File: config.mk
export PLATFORM = sky130hd
export DESIGN_NAME = quad_demod_seq
export DESIGN_NICKNAME = d
export VERILOG_FILES = /design/src/rtl/quad_demod_seq.sv
export SDC_FILE = /design/constraint.sdc
export NUM_CORES = 1
export LEC_CHECK = 0
export ABC_CLOCK_PERIOD_IN_PS = 2700
export BUFFER_PORTS_ARGS = -buffer_cell sky130_fd_sc_hd__buf_2
export CORE_AREA = 2 2 39 41
export CTS_CLUSTER_SIZE = 10
export DETAILED_ROUTE_END_ITERATION = 8
export DIE_AREA = 0 0 41 43
export PLACE_DENSITY = 0.38
export SLEW_MARGIN = 10
export SYNTH_ARGS = -nofsm -noshare
export SYNTH_HDL_FRONTEND = slang
export SYNTH_SLANG_ARGS = --single-unit
File: constraint.sdc
create_clock -name clk -period 2.7 [get_ports clk]
set_clock_uncertainty 0.2 [all_clocks]
set_input_delay 0.135 -clock clk [delete_from_list [all_inputs] [get_ports clk]]
set_output_delay 0.135 -clock clk [all_outputs]
set_load 0.005 [all_outputs]
File: src/rtl/quad_demod_seq.sv
module quad_demod_seq #(
  parameter int PHASE_W = 3
) (
  input  logic clk,
  input  logic rst,
  input  logic quad_sel,
  output logic pos_msb,
  output logic pos_lsb,
  output logic neg_msb,
  output logic neg_lsb
);

  localparam int NSTEP  = 1 << PHASE_W;
  localparam int HALF   = NSTEP / 2;
  localparam int QSHIFT = NSTEP / 4;

  logic [PHASE_W-1:0] phase_q;
  logic [PHASE_W-1:0] look_idx;
  logic [3:0]         lines_d, lines_q;

  function automatic logic [3:0] code_at(input logic [PHASE_W-1:0] idx);
    int  p;
    logic big;
    p   = int'(idx) % HALF;
    big = (p >= NSTEP / 8) && (p < (3 * NSTEP) / 8);
    if (int'(idx) < HALF) return big ? 4'b1000 : 4'b0100;
    else                  return big ? 4'b0010 : 4'b0001;
  endfunction

  assign look_idx = phase_q + (quad_sel ? PHASE_W'(QSHIFT) : '0);
  assign lines_d  = code_at(look_idx);

  always_ff @(posedge clk) begin
    if (rst) begin
      phase_q <= '0;
      lines_q <= '0;
    end else begin
      phase_q <= phase_q + 1'b1;
      lines_q <= lines_d;
    end
  end

  assign {pos_msb, pos_lsb, neg_msb, neg_lsb} = lines_q;

  assert_reset_clear_R1: assert property (@(posedge clk)
    rst |=> (lines_q == '0 && phase_q == '0));

  assert_phase_step_R2: assert property (@(posedge clk) disable iff (rst)
    !rst |=> phase_q == PHASE_W'($past(phase_q) + 1'b1));

  assert_rail_exclusive_R5: assert property (@(posedge clk) disable iff (rst)
    !((pos_msb || pos_lsb) && (neg_msb || neg_lsb)));

  assert_mode_keeps_phase_R6: assert property (@(posedge clk) disable iff (rst)
    (!$stable(quad_sel) && !$past(rst)) |=> phase_q == PHASE_W'($past(phase_q) + 1'b1));

  assert_single_line_R7: assert property (@(posedge clk) disable iff (rst)
    !rst |=> $countones({pos_msb, pos_lsb, neg_msb, neg_lsb}) == 1);

endmodule

==> impl_metrics.py, run 1 <==
metrics = {
    "status": {
        "status": "finished, final reports clean",
    },
    "place": {
        "numPortBuffers": 6,
        "place_area_um2": 293,
        "dp_hpwl_um": 280,
        "gp_congestion": 0.644,
    },
    "timing": {
        "setup_viol": 0,
        "clock.fmax_mhz": 827,
        "slew_violations": 0,
        "tightest_slew_ns": 0.181,
        "fin_crit_sh": 0.448,
        "whs_ns": 0.182,
        "hold_violations": 0,
        "rsz0062_at_grt": "no",
        "relSlewSlack": 0.878,
        "final.setup.tns_ns": 0,
        "min_period_ns": 1.21,
    },
    "cells_and_area": {
        "drive_above_1_share": 0.281,
        "area_delta_synth_final_pct": 35.6,
        "n_antenna_cell": 0,
        "fin_area_um2": 329,
        "multi_input_area_um2": 103,
        "register_area_um2": 140,
        "nets": 38,
        "fillers": 159,
    },
    "clock_tree": {
        "htree_levels": 1,
        "clock_latency_ns": 0.25,
        "cts_made_buffers": 3,
        "cts_tree": "yes",
        "clk_pin_slew_ns": 0.05,
        "cts.sinks": 7,
        "cts_resized": 0,
        "clk_path_buf_depth": 2,
        "cts_setup_buffers": 0,
        "cts_root_buf": "clkbuf_4",
    },
    "die": {
        "die-area_um2": 1760,
        "core_area_um2": 1380,
        "num_rows": 14,
        "fp.dieH_um": 43,
        "initial_core_util": 0.175,
        "die_w_um": 41,
        "ioPinCount": 7,
    },
    "synthesis": {
        "synthesis.area_um2": 243,
        "yosysSeqAreaShare": 0.577,
        "synthCells": 21,
        "synth-seq-cells": 7,
        "ys_top_cells_by_area": "dfxtp_1 58%, xnor2_1 11%, ha_1 10%",
        "yosysWarnings": 0,
        "synthDistinctLibCells": 7,
        "syn-num-nets": 26,
        "netlist.area_leader.share": 0.577,
        "synth_top_area_cell": "dfxtp_1",
        "syn-mean-instance-area_um2": 11.6,
    },
    "critical_path": {
        "required_ns": 2.63,
        "worstPathArrival_ns": 1.14,
        "cp_max_fo": 2,
        "crit_path_start_kind": "register",
        "path_class": "reg -> reg",
        "endpoint_kind": "register",
    },
    "grt": {
        "grt_pass1_wl_um": 572,
        "grt_use_total": 0.0553,
        "overflow": 0,
        "grt_pass1_vias": 170,
        "grt_max_degree": 8,
        "grt_antenna_before_repair": 0,
    },
    "run": {
        "drv_cap": 0,
    },
    "routing": {
        "drtIter0Drc": 0,
        "routed_wirelength_um": 350,
        "avgRoutedWirePerCell_um": 7.29,
        "drt_pass1_iterations": 1,
        "ant_nets": 0,
        "vias_per_cell": 3.63,
        "drc_errors": 0,
        "vias": 174,
    },
    "hold_path": {
        "hold_path.class": "in -> reg",
    },
    "power_and_ir_drop": {
        "p_leak_nw": 0.150,
        "peakVddDrop_uv": 294,
        "p_per_area_nw_per_um2": 741,
    },
}
-- through the flow --
stage	setup WS [ns]	utilization	power, W	instances
global route	1.41	0.238	0.000263	48
detailed placement	1.49	0.212	0.000153	43
global placement	1.49	0.212	0.000153	43
finish	1.49	0.238	0.000244	48
CTS	1.48	0.238	0.000249	48
floorplan	1.56	-	0.000141	21
-- worst paths after layout --
check	startpoint	to	slack, ns	cells past startpoint
min reg2reg	phase_q[0]	phase_q[0]	0.28	1
max	phase_q[1]	lines_q[2]	1.49	3
max reg2reg	phase_q[1]	lines_q[2]	1.49	3
min	quad_sel	lines_q[3]	0.18	4
-- what timing repair did --
action	in CTS	in global routing
hold buffers	1	0
endpoints found under the hold margin	7	0
setup endpoints to repair	0	0
-- sequential cells by signal, summed over array words and instances, names as in the netlist --
name,flops
lines_q,4
phase_q,3
-- layout by cell type, fill, tap and decap left out --
master	n
ha_1	2
dfxtp_1	7
nor2_1	2
xor2_1	2
nor3_1	4
nor2b_1	1
clkbuf_4	3
dlygate4sd3_1	1
xnor2_1	3
clkbuf_1	1
buf_2	6
-- layout make-up --
type                            instances  area share
Clock buffer                            4      0.0798
Multi-Input combinational cell         14       0.312
Sequential cell                         7       0.426
Tap cell                               16      0.0608
Timing Repair Buffer                    7       0.122
-- where the power goes --
group	switching [W]	total [W]	internal, W
logic	0.0000154	0.0000332	0.0000178
clock network	0.0000364	0.0000927	0.0000562
registers	0.00000452	0.000118	0.000113
-- Yosys cell counts --
cell type and n:
xnor2_1 3, ha_1 2, dfxtp_1 7, nor2b_1 1, nor3_1 4, nor2_1 2
xor2_1 2
-- critical path: stages, from the launching register on --
cell and delay (ns):
dfxtp_1 0.31, ha_1 0.31, xor2_1 0.20, nor3_1 0.06
-- cell families after synthesis --
logic type	Yosys count	synth area share
DFF	7	0.577
and+or+nand+nor	7	0.139
xor gates and xnor gates	5	0.180
adders and majority gates	2	0.103
-- per-layer routing --
| layer | wire, um | GRT usage | part of all wire | vias up |
|---|---|---|---|---|
| met5 | 0 | 0 | 0 | - |
| met4 | 0 | 0.0200 | 0 | 0 |
| met2 | 156 | 0.0750 | 0.45 | 9 |
| li1 | - | - | - | 90 |
| met3 | 58 | 0.0785 | 0.17 | 0 |
| met1 | 135 | 0.0421 | 0.39 | 75 |
Note: power is estimated with default switching activity, not from simulation.
==> inputs of run 2 (changes only) <==
--- a/config.mk
+++ b/config.mk
@@ -5,13 +5,13 @@
 export SDC_FILE = /design/constraint.sdc
 export NUM_CORES = 1
 export LEC_CHECK = 0
-export ABC_CLOCK_PERIOD_IN_PS = 2700
+export ABC_CLOCK_PERIOD_IN_PS = 1090
 export BUFFER_PORTS_ARGS = -buffer_cell sky130_fd_sc_hd__buf_2
 export CORE_AREA = 2 2 39 41
 export CTS_CLUSTER_SIZE = 10
 export DETAILED_ROUTE_END_ITERATION = 8
 export DIE_AREA = 0 0 41 43
-export PLACE_DENSITY = 0.38
+export PLACE_DENSITY = 0.4
 export SLEW_MARGIN = 10
 export SYNTH_ARGS = -nofsm -noshare
 export SYNTH_HDL_FRONTEND = slang
==> constraint.sdc (replaced) <==
create_clock -name clk -period 1.09 [get_ports clk]
set_clock_uncertainty 0.2 [all_clocks]
set_input_delay 0.0545 -clock clk [delete_from_list [all_inputs] [get_ports clk]]
set_output_delay 0.0545 -clock clk [all_outputs]
set_load 0.005 [all_outputs]
==> run 2 against run 1 <==
  * The run now ends with negative setup slack left
  * Sequential power increased to 2.5 times the previous value
  * Cell area is 9.1% higher
  * Power rose to 2.6 times the previous value
  * Via count decreased by 5.2%
  * Routed wire length increased by 5.1%
  * Global-route usage rose by 0.21 points
  * Core utilization up 2.2 points
  * Sequential share of layout area is 2.9 points lower
==> impl_metrics.py, run 2 (synthesis gave the netlist of run 1 again) <==
metrics = {
    "cells_and_area": {
        "regMostFlops": "lines_q",
        "largest_register_ffs": 4,
        "final_cell_mix": "6 x buf_2, 5 x dfxtp_1, 4 x nor3_1, 3 x clkbuf_4",
        "n_antenna_cell": 0,
        "final_common_cell": "buf_2",
        "reg.largest.list": "lines_q (4), phase_q (3)",
        "area_delta_synth_final_pct": 47.9,
        "drive_above_1_share": 0.438,
        "nets": 38,
        "fillers": 152,
    },
    "critical_path": {
        "endpoint_kind": "register",
        "path_class": "reg -> reg",
        "worstPathCellList": "ha_4 > xor2_2 > nor3_1",
        "slowest_delay_ns": 0.33,
        "critical_path_buf_inv_count": 0,
        "crit_path_start_kind": "register",
        "required_ns": 1.02,
        "slowest_stage": "dfxtp_2",
        "cp_max_fo": 2,
        "path_delay_family": "flip-flops",
        "worstPathArrival_ns": 1.08,
    },
    "die": {
        "core_area_um2": 1380,
        "die_w_um": 41,
        "die-area_um2": 1760,
        "fp.dieH_um": 43,
        "num_rows": 14,
        "ioPinCount": 7,
        "initial_core_util": 0.175,
    },
    "timing": {
        "slew_violations": 0,
        "rsz0062_at_grt": "yes",
        "fin_ws_ns": -0.0598,
        "clock.fmax_mhz": 870,
        "final.setup.tns_ns": -0.141,
        "whs_ns": 0.0588,
        "relSlewSlack": 0.868,
        "fin_crit_sh": 1.05,
        "setup_viol": 4,
        "tightest_slew_ns": 0.197,
        "min_period_ns": 1.15,
        "hold_violations": 0,
    },
    "routing": {
        "route.met3.wl_um": 41,
        "met1_length_um": 160,
        "vias": 165,
        "drtIter0Drc": 1,
        "drc_errors": 0,
        "highest_layer": "met4",
        "drt_pass1_iterations": 2,
        "routed_wirelength_um": 368,
        "routed-wl-met2_um": 156,
        "avgRoutedWirePerCell_um": 7.67,
        "vias_per_cell": 3.44,
        "ant_nets": 0,
    },
    "place": {
        "gp_congestion": 0.607,
        "dp_hpwl_um": 302,
        "numPortBuffers": 6,
    },
    "grt": {
        "grt_pass1_wl_um": 558,
        "grt_use_total": 0.0575,
        "grt_pass1_vias": 154,
        "grt_antenna_before_repair": 0,
        "overflow": 0,
        "grt_max_degree": 8,
    },
    "status": {
        "status": "finished, violations left",
        "failed_checks": "negative setup slack",
    },
    "hold_path": {
        "hold_path.class": "in -> reg",
    },
    "clock_tree": {
        "clk_path_buf_depth": 2,
        "clk_pin_slew_ns": 0.05,
        "cts_tree": "yes",
        "cts_root_buf": "clkbuf_4",
        "htree_levels": 1,
        "cts.sinks": 7,
        "cts_made_buffers": 3,
        "cts_setup_buffers": 0,
        "clock_latency_ns": 0.24,
    },
    "power_and_ir_drop": {
        "p_leak_nw": 0.157,
        "peakVddDrop_uv": 639,
        "p_per_area_nw_per_um2": 1750,
    },
    "run": {
        "drv_cap": 0,
    },
}
[run 2: final cells by class]
type / count / area, um^2 / share of cell area
well taps: 16 / 20.0 / 0.0557
multi-input cells: 14 / 130 / 0.362
clock buffers: 4 / 26.3 / 0.0732
flip-flops and latches: 7 / 143 / 0.397
repair buffers: 7 / 40.0 / 0.111
[run 2: power breakdown]
part	internal (W)	switching, W
Clock	0.000139	0.0000879
Sequential	0.000282	0.0000154
Combinational	0.0000602	0.0000428
Total	0.000482	0.000146
[run 2: final timing paths]
kind | from | to | slack [ns] | cells past startpoint
hold / removal | quad_sel | lines_q[1] | 0.06 | 4
setup reg to reg | phase_q[1] | lines_q[2] | -0.06 | 3
setup / recovery | phase_q[1] | lines_q[2] | -0.06 | 3
hold reg to reg | phase_q[0] | phase_q[0] | 0.29 | 1
[run 2: worst register-to-register path, stage by stage (launching register included)]
cell     delay (ns)
dfxtp_2        0.33
ha_4           0.29
xor2_2         0.15
nor3_1         0.06
[run 2: stage by stage]
step,instance area [um^2],util,total power (W),instances,setup WS (ns)
2_1_floorplan,256,-,0.000358,21,-0.0242
3_3_place_gp,307,0.222,0.000388,43,-0.0600
3_5_place_dp,307,0.222,0.000390,43,-0.0728
4_1_cts,359,0.259,0.000641,48,-0.0586
5_1_grt,359,0.259,0.000664,48,-0.0908
6_report,359,0.259,0.000628,48,-0.0598
[run 2: layer usage]
| layer | up-vias | GRT usage |
|---|---|---|
| met5 | - | 0 |
| met4 | 0 | 0.0800 |
| met3 | 2 | 0.0471 |
| met2 | 6 | 0.0625 |
| met1 | 67 | 0.0521 |
| li1 | 90 | - |
[run 2: what timing repair did]
item | CTS | global route
hold buffers | 1 | 0
endpoints found under the hold margin | 7 | 0
gates resized for setup | 3 | 0
setup endpoints to repair | 4 | 5
pin swaps | 1 | 0
==> inputs of run 3 (changes only) <==
--- a/config.mk
+++ b/config.mk
@@ -11,7 +11,8 @@
 export CTS_CLUSTER_SIZE = 10
 export DETAILED_ROUTE_END_ITERATION = 8
 export DIE_AREA = 0 0 41 43
-export PLACE_DENSITY = 0.4
+export PLACE_DENSITY = 0.34
+export REMOVE_ABC_BUFFERS = 1
 export SLEW_MARGIN = 10
 export SYNTH_ARGS = -nofsm -noshare
 export SYNTH_HDL_FRONTEND = slang
==> run 3 against run 2 <==
  * The run still ends with negative setup slack left
  * Global-route usage up 1.8 points
  * Flip-flop and latch count unchanged
  * Sequential power shrank 1%
  * Non-clock buffer count up 1
  * Cell area rose by 5.2%
  * Sequential share of layout area down 2.3 points
  * Worst setup slack worse by 0.014 ns
  * Combinational power increased by 17%
  * Highest routed layer unchanged
  * Critical path depth did not move
==> impl_metrics.py, run 3 (synthesis gave the netlist of run 1 again) <==
metrics = {
    "die": {
        "die-area_um2": 1760,
        "fp.dieH_um": 43,
        "core_area_um2": 1380,
        "die_w_um": 41,
        "num_rows": 14,
        "ioPinCount": 7,
        "initial_core_util": 0.175,
    },
    "hold_path": {
        "hold_path.class": "in -> reg",
        "holdPathStages": 4,
        "hold_path_end": "lines_q[0]",
        "hp-start": "quad_sel",
    },
    "power_and_ir_drop": {
        "p_sw_frac": 0.250,
        "pwr-share-seq": 0.450,
        "power.switching_w": 0.000164,
        "p_per_area_nw_per_um2": 1730,
        "comb_power_share": 0.186,
        "power_w": 0.000653,
        "p_int_w": 0.000490,
        "peakVddDrop_uv": 518,
        "p_leak_nw": 0.164,
        "pwr-share-clk": 0.365,
    },
    "status": {
        "failed_checks": "negative setup slack",
        "status": "finished, violations left",
    },
    "grt": {
        "grt_antenna_before_repair": 0,
        "overflow": 0,
        "grt_pass1_vias": 174,
        "grt_max_degree": 8,
        "grt_pass1_wl_um": 759,
        "grt_use_total": 0.0756,
    },
    "critical_path": {
        "worstPathArrival_ns": 1.10,
        "crit_path_start_kind": "register",
        "reg2regPathDepth": 3,
        "r2r_end": "lines_q[2]",
        "critical_path_depth": 3,
        "required_ns": 1.03,
        "slowest_stage": "dfxtp_2",
        "r2r_slack_ns": -0.07,
        "slowest_delay_ns": 0.33,
        "rr_startpoint": "phase_q[1]",
        "path_class": "reg -> reg",
        "path_delay_family": "flip-flops",
        "worstPathCellList": "ha_4 > xor2_2 > nor3_1",
        "endpoint_kind": "register",
        "cp_max_fo": 2,
        "critical_path_buf_inv_count": 0,
    },
    "cells_and_area": {
        "n_antenna_cell": 0,
        "drive_above_1_share": 0.485,
        "fillers": 153,
        "reg.largest.list": "lines_q (4), phase_q (3)",
        "utilization": 0.273,
        "final_cell_mix": "6 x buf_2, 6 x dfxtp_1, 3 x nor3_1, 3 x clkbuf_4",
        "register_area_um2": 141,
        "area_delta_synth_final_pct": 55.7,
        "nets": 39,
        "largest_register_ffs": 4,
        "regMostFlops": "lines_q",
        "multi_input_area_um2": 143,
    },
    "timing": {
        "setup_viol": 4,
        "rsz0062_at_grt": "yes",
        "min_period_ns": 1.16,
        "fin_crit_sh": 1.07,
        "final.setup.tns_ns": -0.190,
        "whs_ns": 0.0724,
        "tightest_slew_ns": 0.203,
        "hold_violations": 0,
        "relSlewSlack": 0.864,
        "slew_violations": 0,
        "clock.fmax_mhz": 859,
        "fin_ws_ns": -0.0739,
    },
    "clock_tree": {
        "cts_root_buf": "clkbuf_4",
        "cts_tree": "yes",
        "clk_path_buf_depth": 2,
        "clk_pin_slew_ns": 0.05,
        "clock_latency_ns": 0.25,
        "cts.sinks": 7,
        "htree_levels": 1,
        "cts_made_buffers": 3,
    },
    "place": {
        "gp_congestion": 0.648,
        "dp_hpwl_um": 291,
        "numPortBuffers": 6,
    },
    "routing": {
        "vias_per_cell": 3.78,
        "drc_errors": 0,
        "routed_wirelength_um": 453,
        "vias": 185,
        "drt_pass1_iterations": 4,
        "ant_nets": 0,
        "avgRoutedWirePerCell_um": 9.24,
        "drtIter0Drc": 5,
    },
    "run": {
        "drv_cap": 0,
    },
}
==> run 3: cell count changes in the layout (fill, tap and decap cells not counted) <==
cell and change:
buf_4 +1, dfxtp_1 +1, dfxtp_2 -1, nor3_1 -1
nor3_2 +1, xnor2_1 -1, xnor2_2 +1
==> run 3: worst min-delay path: stages <==
cell     delay (ns)
buf_2          0.11
ha_4           0.15
xnor2_2        0.12
nor3_2         0.04
==> run 3: through the flow <==
stage	cell area (um^2)	setup WS, ns	instances
CTS	365	-0.0458	49
global placement	300	-0.116	44
global route	378	-0.112	49
detailed placement	300	-0.116	44
floorplan	243	-0.0545	21
finish	378	-0.0739	49
==> run 3: cell type report <==
| type | count | area share |
|---|---|---|
| Clock buffer | 4 | 0.0695 |
| Timing Repair Buffer | 8 | 0.126 |
| Multi-Input combinational cell | 14 | 0.377 |
| Tap cell | 16 | 0.0530 |
| Sequential cell | 7 | 0.374 |
==> run 3: worst max path at each step <==
| stage | from | endpoint | slack [ns] |
|---|---|---|---|
| final | phase_q[1] | lines_q[2] | -0.07 |
| after global routing | phase_q[1] | lines_q[2] | -0.11 |
| after CTS | phase_q[1] | lines_q[0] | -0.05 |
| after detailed placement | phase_q[1] | lines_q[3] | -0.12 |
| after global placement | phase_q[1] | lines_q[1] | -0.12 |
| after floorplan | phase_q[1] | lines_q[0] | -0.05 |
==> run 3: per-layer routing <==
| metal | global-route usage | up-vias | share of wire |
|---|---|---|---|
| met5 | 0 | - | 0 |
| met4 | 0.100 | 0 | 0.018 |
| met3 | 0.0314 | 2 | 0.068 |
| met2 | 0.0906 | 6 | 0.50 |
| met1 | 0.0814 | 84 | 0.42 |
| li1 | - | 93 | - |
==> run 3: what timing repair did <==
item / CTS / global route
pin swaps: 1 / 0
hold buffers: 1 / 0
hold endpoints to repair: 7 / 0
resized for setup: 4 / 2
setup buffers: 0 / 0
endpoints found under the setup margin: 4 / 4
==> run 3: power by group through the flow <==
stage | Sequential (W) | Combinational [W] | Clock [W]
5_1_grt | 0.000296 | 0.000136 | 0.000265
2_1_floorplan | 0.000299 | 0.0000508 | 0
3_5_place_dp | 0.000296 | 0.0000871 | 0
4_1_cts | 0.000293 | 0.000113 | 0.000249
6_report | 0.000294 | 0.000121 | 0.000238
3_3_place_gp | 0.000295 | 0.0000874 | 0
